## src/rtl/irqv_pkg.sv

```systemverilog
`timescale 1ns/1ps
package irqv_pkg;

   localparam int NSRC         = 3;
   localparam int SLOT_FIELD_W = 4;
   localparam int TYPE_LSB     = 8;
   localparam int WORD_W       = 32;
   localparam int NLINE        = 2;

   // bank index; type code equals index + 1
   localparam int SRC_FULL = 0;
   localparam int SRC_LOST = 1;
   localparam int SRC_BERR = 2;

   typedef enum logic [1:0] {
      IRQT_NONE = 2'd0,
      IRQT_FULL = 2'd1,
      IRQT_LOST = 2'd2,
      IRQT_BERR = 2'd3
   } irq_type_e;

   typedef struct packed {
      logic                    vld;
      irq_type_e               typ;
      logic [SLOT_FIELD_W-1:0] slot;
   } cand_t;

   function automatic logic [WORD_W-1:0] pack_word(input cand_t c);
      logic [WORD_W-1:0] w;
      w = '0;
      if (c.vld) begin
         w[TYPE_LSB +: 2]        = c.typ;
         w[0 +: SLOT_FIELD_W]    = c.slot;
      end
      return w;
   endfunction

endpackage

```

## src/rtl/irqv_flag_bank.sv

```systemverilog
`timescale 1ns/1ps
module irqv_flag_bank
   import irqv_pkg::*;
#(
   parameter int NSLOT = 16
) (
   input  logic                        clk,
   input  logic                        rst_n,
   input  logic [NSRC-1:0][NSLOT-1:0]  set_i,
   input  logic [NSRC-1:0][NSLOT-1:0]  clr_i,
   output logic [NSRC-1:0][NSLOT-1:0]  flag_o
);

   for (genvar s = 0; s < NSRC; s++) begin : g_src
      always_ff @(posedge clk or negedge rst_n) begin
         if (!rst_n) begin
            flag_o[s] <= '0;
         end else begin
            // a set pulse overrides a simultaneous clear
            flag_o[s] <= set_i[s] | (flag_o[s] & ~clr_i[s]);
         end
      end
   end

endmodule

```

## src/rtl/irqv_prio_enc.sv

```systemverilog
`timescale 1ns/1ps
module irqv_prio_enc
   import irqv_pkg::*;
#(
   parameter int NSLOT    = 16,
   parameter bit TREE_ENC = 1'b1
) (
   input  logic [NSRC-1:0][NSLOT-1:0] flag_i,
   input  logic [NSLOT-1:0]           mask_i,
   output cand_t                      win_o
);

   cand_t leaf [NSLOT];

   always_comb begin
      for (int k = 0; k < NSLOT; k++) begin
         leaf[k].slot = SLOT_FIELD_W'(k);
         leaf[k].vld  = mask_i[k] &
                        (flag_i[SRC_FULL][k] | flag_i[SRC_LOST][k] | flag_i[SRC_BERR][k]);
         if (flag_i[SRC_BERR][k])      leaf[k].typ = IRQT_BERR;
         else if (flag_i[SRC_LOST][k]) leaf[k].typ = IRQT_LOST;
         else if (flag_i[SRC_FULL][k]) leaf[k].typ = IRQT_FULL;
         else                          leaf[k].typ = IRQT_NONE;
      end
   end

   if (TREE_ENC) begin : g_tree
      // heap layout: node 1 is the root, leaves sit at NSLOT..2*NSLOT-1
      cand_t node [2*NSLOT];
      assign node[0] = '0;
      for (genvar k = 0; k < NSLOT; k++) begin : g_leaf
         assign node[NSLOT+k] = leaf[k];
      end
      for (genvar i = 1; i < NSLOT; i++) begin : g_node
         // left child holds the lower slots and wins when valid
         assign node[i] = node[2*i].vld ? node[2*i] : node[2*i+1];
      end
      assign win_o = node[1];
   end else begin : g_scan
      always_comb begin
         win_o = '0;
         for (int k = NSLOT-1; k >= 0; k--) begin
            if (leaf[k].vld) win_o = leaf[k];
         end
      end
   end

endmodule

```

## src/rtl/irqv_rd_port.sv

```systemverilog
`timescale 1ns/1ps
module irqv_rd_port
   import irqv_pkg::*;
#(
   parameter int NSLOT = 16
) (
   input  logic                        clk,
   input  logic                        rst_n,
   input  logic                        rd_en,
   input  logic                        rd_sel,
   input  logic [WORD_W/8-1:0]         rd_be,
   input  logic                        dbg_mode,
   input  cand_t                       win_i [NLINE],
   output logic [WORD_W-1:0]           rd_data,
   output logic                        rd_valid,
   output logic [NSRC-1:0][NSLOT-1:0]  clr_o
);

   localparam int SLOT_W = $clog2(NSLOT);
   localparam int NBYTE  = WORD_W / 8;

   cand_t              sel_c;
   logic [WORD_W-1:0]  word_full;
   logic [WORD_W-1:0]  word_lane;
   logic [1:0]         src_idx;
   logic               fire;

   assign sel_c     = win_i[rd_sel];
   assign word_full = pack_word(sel_c);

   for (genvar b = 0; b < NBYTE; b++) begin : g_lane
      assign word_lane[8*b +: 8] = rd_be[b] ? word_full[8*b +: 8] : 8'h00;
   end

   // the slot field lives in byte 0; only a read covering it has the side effect
   assign fire    = rd_en & rd_be[0] & ~dbg_mode & sel_c.vld;
   assign src_idx = sel_c.typ - 2'd1;

   always_comb begin
      clr_o = '0;
      if (fire) clr_o[src_idx][sel_c.slot[SLOT_W-1:0]] = 1'b1;
   end

   always_ff @(posedge clk or negedge rst_n) begin
      if (!rst_n) begin
         rd_data  <= '0;
         rd_valid <= 1'b0;
      end else begin
         rd_valid <= rd_en;
         if (rd_en) rd_data <= word_lane;
      end
   end

endmodule

```

## src/rtl/irq_offset_vec.sv

```systemverilog
`timescale 1ns/1ps
module irq_offset_vec
   import irqv_pkg::*;
#(
   parameter int NSLOT    = 16,
   parameter bit TREE_ENC = 1'b1
) (
   input  logic              clk,
   input  logic              rst_n,
   input  logic [NSLOT-1:0]  full_set,
   input  logic [NSLOT-1:0]  lost_set,
   input  logic [NSLOT-1:0]  berr_set,
   input  logic [NSLOT-1:0]  line_map,
   input  logic              dbg_mode,
   input  logic              rd_en,
   input  logic              rd_sel,
   input  logic [3:0]        rd_be,
   output logic [31:0]       rd_data,
   output logic              rd_valid,
   output logic [1:0]        irq_line
);

   if (NSLOT < 2 || NSLOT > (1 << SLOT_FIELD_W) || (NSLOT & (NSLOT - 1)) != 0) begin : g_bad_nslot
      $error("irq_offset_vec: NSLOT must be a power of two from 2 to %0d", 1 << SLOT_FIELD_W);
   end
   if (WORD_W != 32) begin : g_bad_word
      $error("irq_offset_vec: word width must be 32");
   end

   logic [NSRC-1:0][NSLOT-1:0] set_all;
   logic [NSRC-1:0][NSLOT-1:0] clr_all;
   logic [NSRC-1:0][NSLOT-1:0] flag_q;
   cand_t                      win [NLINE];

   assign set_all[SRC_FULL] = full_set;
   assign set_all[SRC_LOST] = lost_set;
   assign set_all[SRC_BERR] = berr_set;

   irqv_flag_bank #(.NSLOT(NSLOT)) u_bank (
      .clk    (clk),
      .rst_n  (rst_n),
      .set_i  (set_all),
      .clr_i  (clr_all),
      .flag_o (flag_q)
   );

   for (genvar l = 0; l < NLINE; l++) begin : g_line
      logic [NSLOT-1:0] mask;
      assign mask = (l == 1) ? line_map : ~line_map;
      irqv_prio_enc #(.NSLOT(NSLOT), .TREE_ENC(TREE_ENC)) u_enc (
         .flag_i (flag_q),
         .mask_i (mask),
         .win_o  (win[l])
      );
      assign irq_line[l] = win[l].vld;
   end

   irqv_rd_port #(.NSLOT(NSLOT)) u_rd (
      .clk      (clk),
      .rst_n    (rst_n),
      .rd_en    (rd_en),
      .rd_sel   (rd_sel),
      .rd_be    (rd_be),
      .dbg_mode (dbg_mode),
      .win_i    (win),
      .rd_data  (rd_data),
      .rd_valid (rd_valid),
      .clr_o    (clr_all)
   );

endmodule

```

## config.mk

```make
export PLATFORM = sky130hd
export DESIGN_NAME = irq_offset_vec
export DESIGN_NICKNAME = d
export VERILOG_FILES = /design/src/rtl/irqv_pkg.sv /design/src/rtl/irqv_flag_bank.sv /design/src/rtl/irqv_prio_enc.sv /design/src/rtl/irqv_rd_port.sv /design/src/rtl/irq_offset_vec.sv
export SDC_FILE = /design/constraint.sdc
export NUM_CORES = 1
export LEC_CHECK = 0
export BUFFER_PORTS_ARGS = -buffer_cell sky130_fd_sc_hd__buf_2
export CAP_MARGIN = 20
export CORE_UTILIZATION = 54
export CTS_CLUSTER_SIZE = 20
export DETAILED_ROUTE_END_ITERATION = 10
export PLACE_DENSITY = 0.81
export SLEW_MARGIN = 20
export SYNTH_ARGS = -nofsm -noshare
export SYNTH_HDL_FRONTEND = slang
export SYNTH_SLANG_ARGS = --single-unit
```

## constraint.sdc

```tcl
create_clock -name clk -period 3.1 [get_ports clk]
set_input_delay 0.31 -clock clk [delete_from_list [all_inputs] [get_ports clk]]
set_output_delay 0.31 -clock clk [all_outputs]
set_load 0.01 [all_outputs]
```

==> results of run 1 <==
## per-layer routing
layer | vias to the layer above | GRT usage [%] | part of all wire [%]
li1 | 2134 | - | -
met1 | 2155 | 41.1 | 44
met2 | 223 | 47.5 | 45
met3 | 38 | 4.10 | 6.8
met4 | 0 | 12.8 | 3.8
met5 | - | 0 | 0
## cells in the mapped netlist, types with 8 or more instances
master    number  area, µm²
o21ai_0       19       95.1
dfrtp_1       55       1380
a21oi_1       32        160
o22ai_1       16        100
o31ai_1       11       82.6
inv_1         26       97.6
buf_4         28        210
clkbuf_1      16       60.1
nand3_1        9       45.0
nor2b_1       14       87.6
nor2_1       104        390
nand2_1       17       63.8
or2_2          8       50.1
nor3_1        30        150
a31oi_1       35        219
nand2b_1       8       50.1
## state kept, by name, summed over array words and instances, names as in the netlist
name,cells
u_rd.rd_data,6
u_bank.flag_o,48
u_rd.rd_valid,1
## logic make-up (layout without fill, tap and decap cells)
kind of cell,Yosys count,after routing,share of synthesized area (%)
flip-flops,55,55,32.1
buffers and inverters,77,130,9.52
multiplexers,3,3,0.701
other,1,26,0.0875
AND/OR/NAND/NOR,231,231,27.8
AO/OA/AOI/OAI,179,179,29.7
## power groups by stage
stage | combinational (W) | clock (W) | sequential, W
after floorplan | 0.000190 | 0 | 0.000746
after global placement | 0.000288 | 0 | 0.000744
after detailed placement | 0.000295 | 0 | 0.000745
after CTS | 0.000297 | 0.000583 | 0.000731
after global routing | 0.000330 | 0.000605 | 0.000732
final | 0.000303 | 0.000572 | 0.000731
## path summary, 6_finish.rpt
path | endpoint | slack, ns
min | u_bank.flag_o[20] | 0.06
max in group asynchronous | u_bank.flag_o[32] | 2.26
min in group clk | u_bank.flag_o[8] | 0.18
min reg2reg | u_rd.rd_data[2] | 0.55
max | u_bank.flag_o[19] | 0.23
max reg2reg | u_bank.flag_o[19] | 0.23
## cell type report
type,count,area (µm²)
Fill cell,678,2820
Multi-Input combinational cell,439,2620
Sequential cell,55,1380
Timing Repair Buffer,95,515
Tap cell,102,128
Inverter,27,101
Clock buffer,6,72.6
Clock inverter,2,60.1
## worst max-delay path: cells and delay by family (launching register included)
family / cells / cell delay, ns
and+or+nand+nor: 3 / 0.98
AOI/OAI and AO/OA: 4 / 0.91
DFF: 1 / 0.47
buffers and inverters: 2 / 0.36
## per-stage QoR
step                      std cells  area [µm²]  setup WS, ns  hold WS (ns)
final                           726        4870         0.232        0.0628
after global routing            726        4870       0.00806         0.113
after CTS                       726        4850         0.188        0.0789
after detailed placement        718        4720         0.215         0.431
after global placement          718        4720         0.271         0.416
after floorplan                 571        4380         0.466        0.0144
==> results.txt, run 1 <==
----------------------------------------------------
[Placement]
  Final weighted congestion in routability-driven placement ... 0.971
  Input/output buffers ... 79
  Detailed placement HPWL ... ~9300 µm

[Timing]
  Final period demand of the worst path ... between 2 and 3 ns
  Worst clock skew ... ~0.011 ns
  Slew of the pin with the lowest slew margin ... around 0.78 ns
  Ratio of final minimum period to clock period ... between 90 and 100%
  Worst max-slew margin expressed relative to the limit ... 48.3%
  Max Fclk ... 349 MHz
  Final-report hold violation count ... 0
  Unrepaired setup endpoints after global routing ... false
  Total of endpoints with negative setup slack in the final report ... 0
  Setup tns final ... 0 ns
  Max Transition Viols Final ... 0

[Setup path]
  Endpoint arrival time on the critical path ... slightly above 3 ns
  CP Launch Point ... u_bank.flag_o[35]
  Launching point of the worst reg2reg path ... u_bank.flag_o[35]
  Count of cells along the worst register-to-register path ... 9
  Critical path endpoint category ... register
  CP max stage delay ... roughly 0.47 ns
  Maximum fanout along the worst path ... 12
  CP Data Required Time ... roughly 3.3 ns
  Highest-delay cell along the critical path ... dfrtp_1
  Critical Path Start Type ... register
  Cells along the critical path ... or3_4, a2bb2o_4, nor4_4, a211oi_1, a211oi_4, inv_2, nor3_4, buf_4, a41oi_1
  CP Class ... reg2reg

[Logic synthesis]
  FF+latch count, synth ... 55
  Number of flops mapped to enable cells by yosys ... 0
  Most common flop cell mapped by yosys ... dfrtp_1
  Mean area per synthesized cell ... approximately 7.9 µm²
  Asr flop ratio synth ... 100%
  Sequential element share of the synthesized area ... about a third
  Cell area after technology mapping ... approximately 0.0043 mm²
  Number of instances in the synthesized netlist ... 546
  Synth cell types ... 70
  Yosys Warn Count ... 0

[Route]
  Detailed-route wire length per cell ... between 15 and 20 µm
  Detailed-route via count ... around 4600
  First DRT Iteration DRCs ... between 300 and 400
  Antenna violation net count after detailed routing ... 0
  Number of DRC violations after detailed routing ... 0
  DRT Pass-1 Iters ... 5
  Total detailed-routing wirelength ... around 12000 µm
  Number of vias per cell ... roughly 6.3

[Clock tree]
  CTS HTree Levels ... 2
  Root buffer cell ... clkbuf_8
  Resized cells post-CTS ... 0
  Number of hold buffers added after cts ... 0
  Count of buffers added by post-CTS timing repair for setup ... 0
  Reg clk slew, reported paths ... 0.10 ns
  TritonCTS clock tree ... yes
  Buffer depth of the longest clock path ... 2
  Clock Sink Count ... 55
  CTS buffer count ... 5
  Worst skew pair latency ... approximately 0.32 ns

[Power]
  Share of total power in sequential cells ... ~46%
  Maximum resistive drop on vdd ... 0.000154 V
  PD cells ... between 300 and 400 mW/mm²
  Internal cell power ... around 0.0012 W
  Sw frac ... between 20 and 30%
  Part of the total power dissipated in the clock network ... between 30% and 40%
  Sw Pwr ... about 0.00044 W
  Comb pwr share ... around a fifth
  Total power ... 0.00161 W
  Leakage Power ... 1.88 nW

[Finish]
  Post-synthesis to final-layout area growth ... 13.6%
  Fin util ... 63.4%
  Highest-count cells in the layout ignoring fill and taps ... nor2_1, buf_2, dfrtp_1
  Antenna fix cells ... 0
  Ratio of cells with drive above 1 in the final layout ... between 20% and 30%
  Final nets ... ~700
  Most common cell after layout, fill and taps aside ... nor2_1

[Floorplan]
  Ports placed on the boundary ... approximately 110
  Die outline width ... roughly 90 µm
  Placeable core area ... around 0.0077 mm²
  Effective utilization at floorplan ... ~56%
  Die area ... 0.00830 mm²
  FP Rows ... 32
  Floorplan die height ... 91.1 µm

[GRT]
  Antenna violations before repair ... 0
  GRT Util Overall ... 30.0%
  Pin count of the biggest net entering global routing ... 35
  Wire length of the first global-routing pass ... between 15000 and 20000 µm
  Via count of the first global-routing pass ... just over 4000
  GRT overflow ... 0

[Hold path]
  Kind of path behind the tightest hold check ... in2async

[Run]
  Reported max-cap violation count ... 0

[Run status]
  Run status ... finished, final reports clean

----------------------------------------------------
No activity file was read; power rests on OpenSTA's default activity.
==> run 2: changes to the inputs <==
--- a/config.mk
+++ b/config.mk
@@ -7,6 +7,7 @@
 export LEC_CHECK = 0
 export BUFFER_PORTS_ARGS = -buffer_cell sky130_fd_sc_hd__buf_2
 export CAP_MARGIN = 20
+export CORE_ASPECT_RATIO = 1.2
 export CORE_UTILIZATION = 54
 export CTS_CLUSTER_SIZE = 20
 export DETAILED_ROUTE_END_ITERATION = 10
==> results.txt, run 2 (synthesized netlist as in run 1, its figures left out) <==
----------------------------------------------------
[Finish]
  Reg with most FFs ... u_bank.flag_o
  Post-synthesis to final-layout area growth ... 11.7%
  Ratio of cells with drive above 1 in the final layout ... 20.5% (-0.32 points)
  Highest-count cells in the layout ignoring fill and taps ... nor2_1, buf_2, dfrtp_1
  Largest registers ... u_bank.flag_o (48), u_rd.rd_data (6), u_rd.rd_valid (1)
  Number of flip-flops in the largest register ... 48 (unchanged)
  Most common cell after layout, fill and taps aside ... nor2_1
  Final nets ... 696 (unchanged)
  Finished layout cell area ... 0.00479 mm² (-1.7%)
  Fin util ... 62.5% (-0.86 points)
  Antenna fix cells ... 0 (unchanged)

[Power]
  Total power ... 0.00145 W (-9.8%)
  Maximum resistive drop on vdd ... 0.000189 V (+22%)
  Leakage Power ... 1.85 nW (-1.6%)
  Comb pwr share ... 20.7% (+1.8 points)
  Sw Pwr ... 0.000451 W (+1.6%)
  Share of total power in sequential cells ... 50.4% (+4.9 points)
  Part of the total power dissipated in the clock network ... 28.8% (-6.8 points)
  Internal cell power ... 0.000997 W (-14%)
  PD cells ... 302 mW/mm² (-8.3%)
  Sw frac ... 31.2% (+3.5 points)

[Setup path]
  R2r setup slk ... 0.25 ns (+0.02 ns)
  CP Data Required Time ... 3.31 ns (+0.03 ns)
  Maximum fanout along the worst path ... 7 (-5)
  Launching point of the worst reg2reg path ... u_bank.flag_o[45]
  Critical path endpoint category ... register
  R2r endpoint ... u_bank.flag_o[10]
  CP Class ... reg2reg
  Endpoint arrival time on the critical path ... 3.06 ns (about the same)
  Count of cells along the worst register-to-register path ... 8 (-1)
  Critical Path Start Type ... register

[Floorplan]
  Die area ... 0.00830 mm² (about the same)
  FP Rows ... 35 (+9.4%)
  Floorplan die height ... 99.6 µm (+9.3%)
  Placeable core area ... 0.00766 mm² (-0.31%)
  Effective utilization at floorplan ... 55.9% (+0.17 points)
  Ports placed on the boundary ... 108 (unchanged)
  Die outline width ... 83.3 µm (-8.5%)

[Clock tree]
  CTS HTree Levels ... 2 (unchanged)
  Buffer depth of the longest clock path ... 2 (unchanged)
  Resized cells post-CTS ... 0 (unchanged)
  Count of buffers added by post-CTS timing repair for setup ... 0 (unchanged)
  Root buffer cell ... clkbuf_8
  CTS buffer count ... 5 (unchanged)
  Number of hold buffers added after cts ... 0 (unchanged)
  Reg clk slew, reported paths ... 0.11 ns (about the same)
  Worst skew pair latency ... 0.32 ns (about the same)
  TritonCTS clock tree ... yes
  Clock Sink Count ... 55 (unchanged)

[GRT]
  Most Used Layer, Global Route ... met2
  Antenna violations before repair ... 0 (unchanged)
  GRT overflow ... 0 (unchanged)
  Wire length of the first global-routing pass ... 19900 µm (+0.49%)
  GR Layer Usage met1 ... 41.5% (+0.48 points)
  GRT Util Overall ... 29.9% (-0.14 points)
  Met3 Track Usage GR ... 3.32% (-0.78 points)
  Via count of the first global-routing pass ... 4029 (-2.6%)
  Pin count of the biggest net entering global routing ... 33 (-5.7%)
  Met2 track demand over resource ... 49.1% (+1.5 points)

[Placement]
  Final weighted congestion in routability-driven placement ... 0.931 (-4.1%)
  Cell area after placement ... 0.00470 mm² (-0.27%)
  Input/output buffers ... 79 (unchanged)
  Detailed placement HPWL ... 9270 µm (-0.81%)

[Timing]
  Final-report hold violation count ... 23 (+23)
  Ratio of final minimum period to clock period ... 91.8% (-0.69 points)
  Max Transition Viols Final ... 0 (unchanged)
  Worst max-slew margin expressed relative to the limit ... 59.3% (+11 points)
  Total of endpoints with negative setup slack in the final report ... 0 (unchanged)
  Unrepaired setup endpoints after global routing ... false
  Worst clock skew ... 0.00612 ns (-0.00471 ns)
  Final period demand of the worst path ... 2.85 ns (-0.0215 ns)
  Worst Hold Margin ... -0.0113 ns (-0.0740 ns)
  Slew of the pin with the lowest slew margin ... 0.605 ns (-0.170 ns)
  Setup tns final ... 0 ns (unchanged)
  Max Fclk ... 351 MHz (+0.76%)

[Route]
  Antenna violation net count after detailed routing ... 0 (unchanged)
  First DRT Iteration DRCs ... 313 (-6.6%)
  DRT Pass-1 Iters ... 5 (unchanged)
  Detailed-route via count ... 4419 (-2.9%)
  Number of DRC violations after detailed routing ... 0 (unchanged)
  Number of vias per cell ... 6.17 (-1.5%)
  Detailed-route wire length per cell ... 16.8 µm (+0.30%)
  Total detailed-routing wirelength ... 12100 µm (-1.1%)

[Hold path]
  Kind of path behind the tightest hold check ... in2async

[Run status]
  Violations in the final reports ... negative hold slack
  Run status ... finished with violations

[Run]
  Reported max-cap violation count ... 0 (unchanged)

----------------------------------------------------
run 2: routing by layer:
metal	vias up	wire length (µm)
li1	2129	-
met1	2087	5390
met2	185	5730
met3	18	755
met4	0	190
met5	-	0
run 2: layout make-up:
type / count / area [µm²]
sequential: 55 / 1380
clock inverter: 2 / 12.5
multi-input combinational: 439 / 2600
inverter: 27 / 101
tap: 92 / 115
timing repair buffer: 95 / 515
clock buffer: 6 / 72.6
fill: 729 / 2870
run 2: per-stage QoR:
step / worst slack (ns) / instances
detailed placement: 0.282 / 708
finish: 0.254 / 716
global placement: 0.300 / 708
global route: 0.0338 / 716
floorplan: 0.466 / 571
CTS: 0.265 / 716
run 2: worst max path at each step:
stage	start	endpoint	slack (ns)	cells past startpoint
5_1_grt	u_bank.flag_o[36]	u_bank.flag_o[19]	0.03	9
4_1_cts	u_bank.flag_o[45]	u_bank.flag_o[10]	0.26	8
2_1_floorplan	u_bank.flag_o[37]	u_bank.flag_o[37]	0.47	10
3_3_place_gp	u_bank.flag_o[45]	u_bank.flag_o[4]	0.30	8
3_5_place_dp	u_bank.flag_o[45]	u_bank.flag_o[10]	0.28	8
6_report	u_bank.flag_o[45]	u_bank.flag_o[10]	0.25	8
run 2: critical path: stages (launching register included):
cell       delay, ns
dfrtp_1         0.45
or3_1           0.39
a211oi_1        0.28
o221ai_1        0.21
a2111oi_2       0.50
a211oi_4        0.11
nor4_4          0.46
buf_4           0.25
a21oi_1         0.08
run 2: power groups by stage:
stage | clock network (W) | registers (W) | logic, W
after detailed placement | 0 | 0.000744 | 0.000295
after CTS | 0.000420 | 0.000730 | 0.000297
after global placement | 0 | 0.000744 | 0.000291
final | 0.000418 | 0.000731 | 0.000300
after floorplan | 0 | 0.000746 | 0.000190
after global routing | 0.000445 | 0.000732 | 0.000328
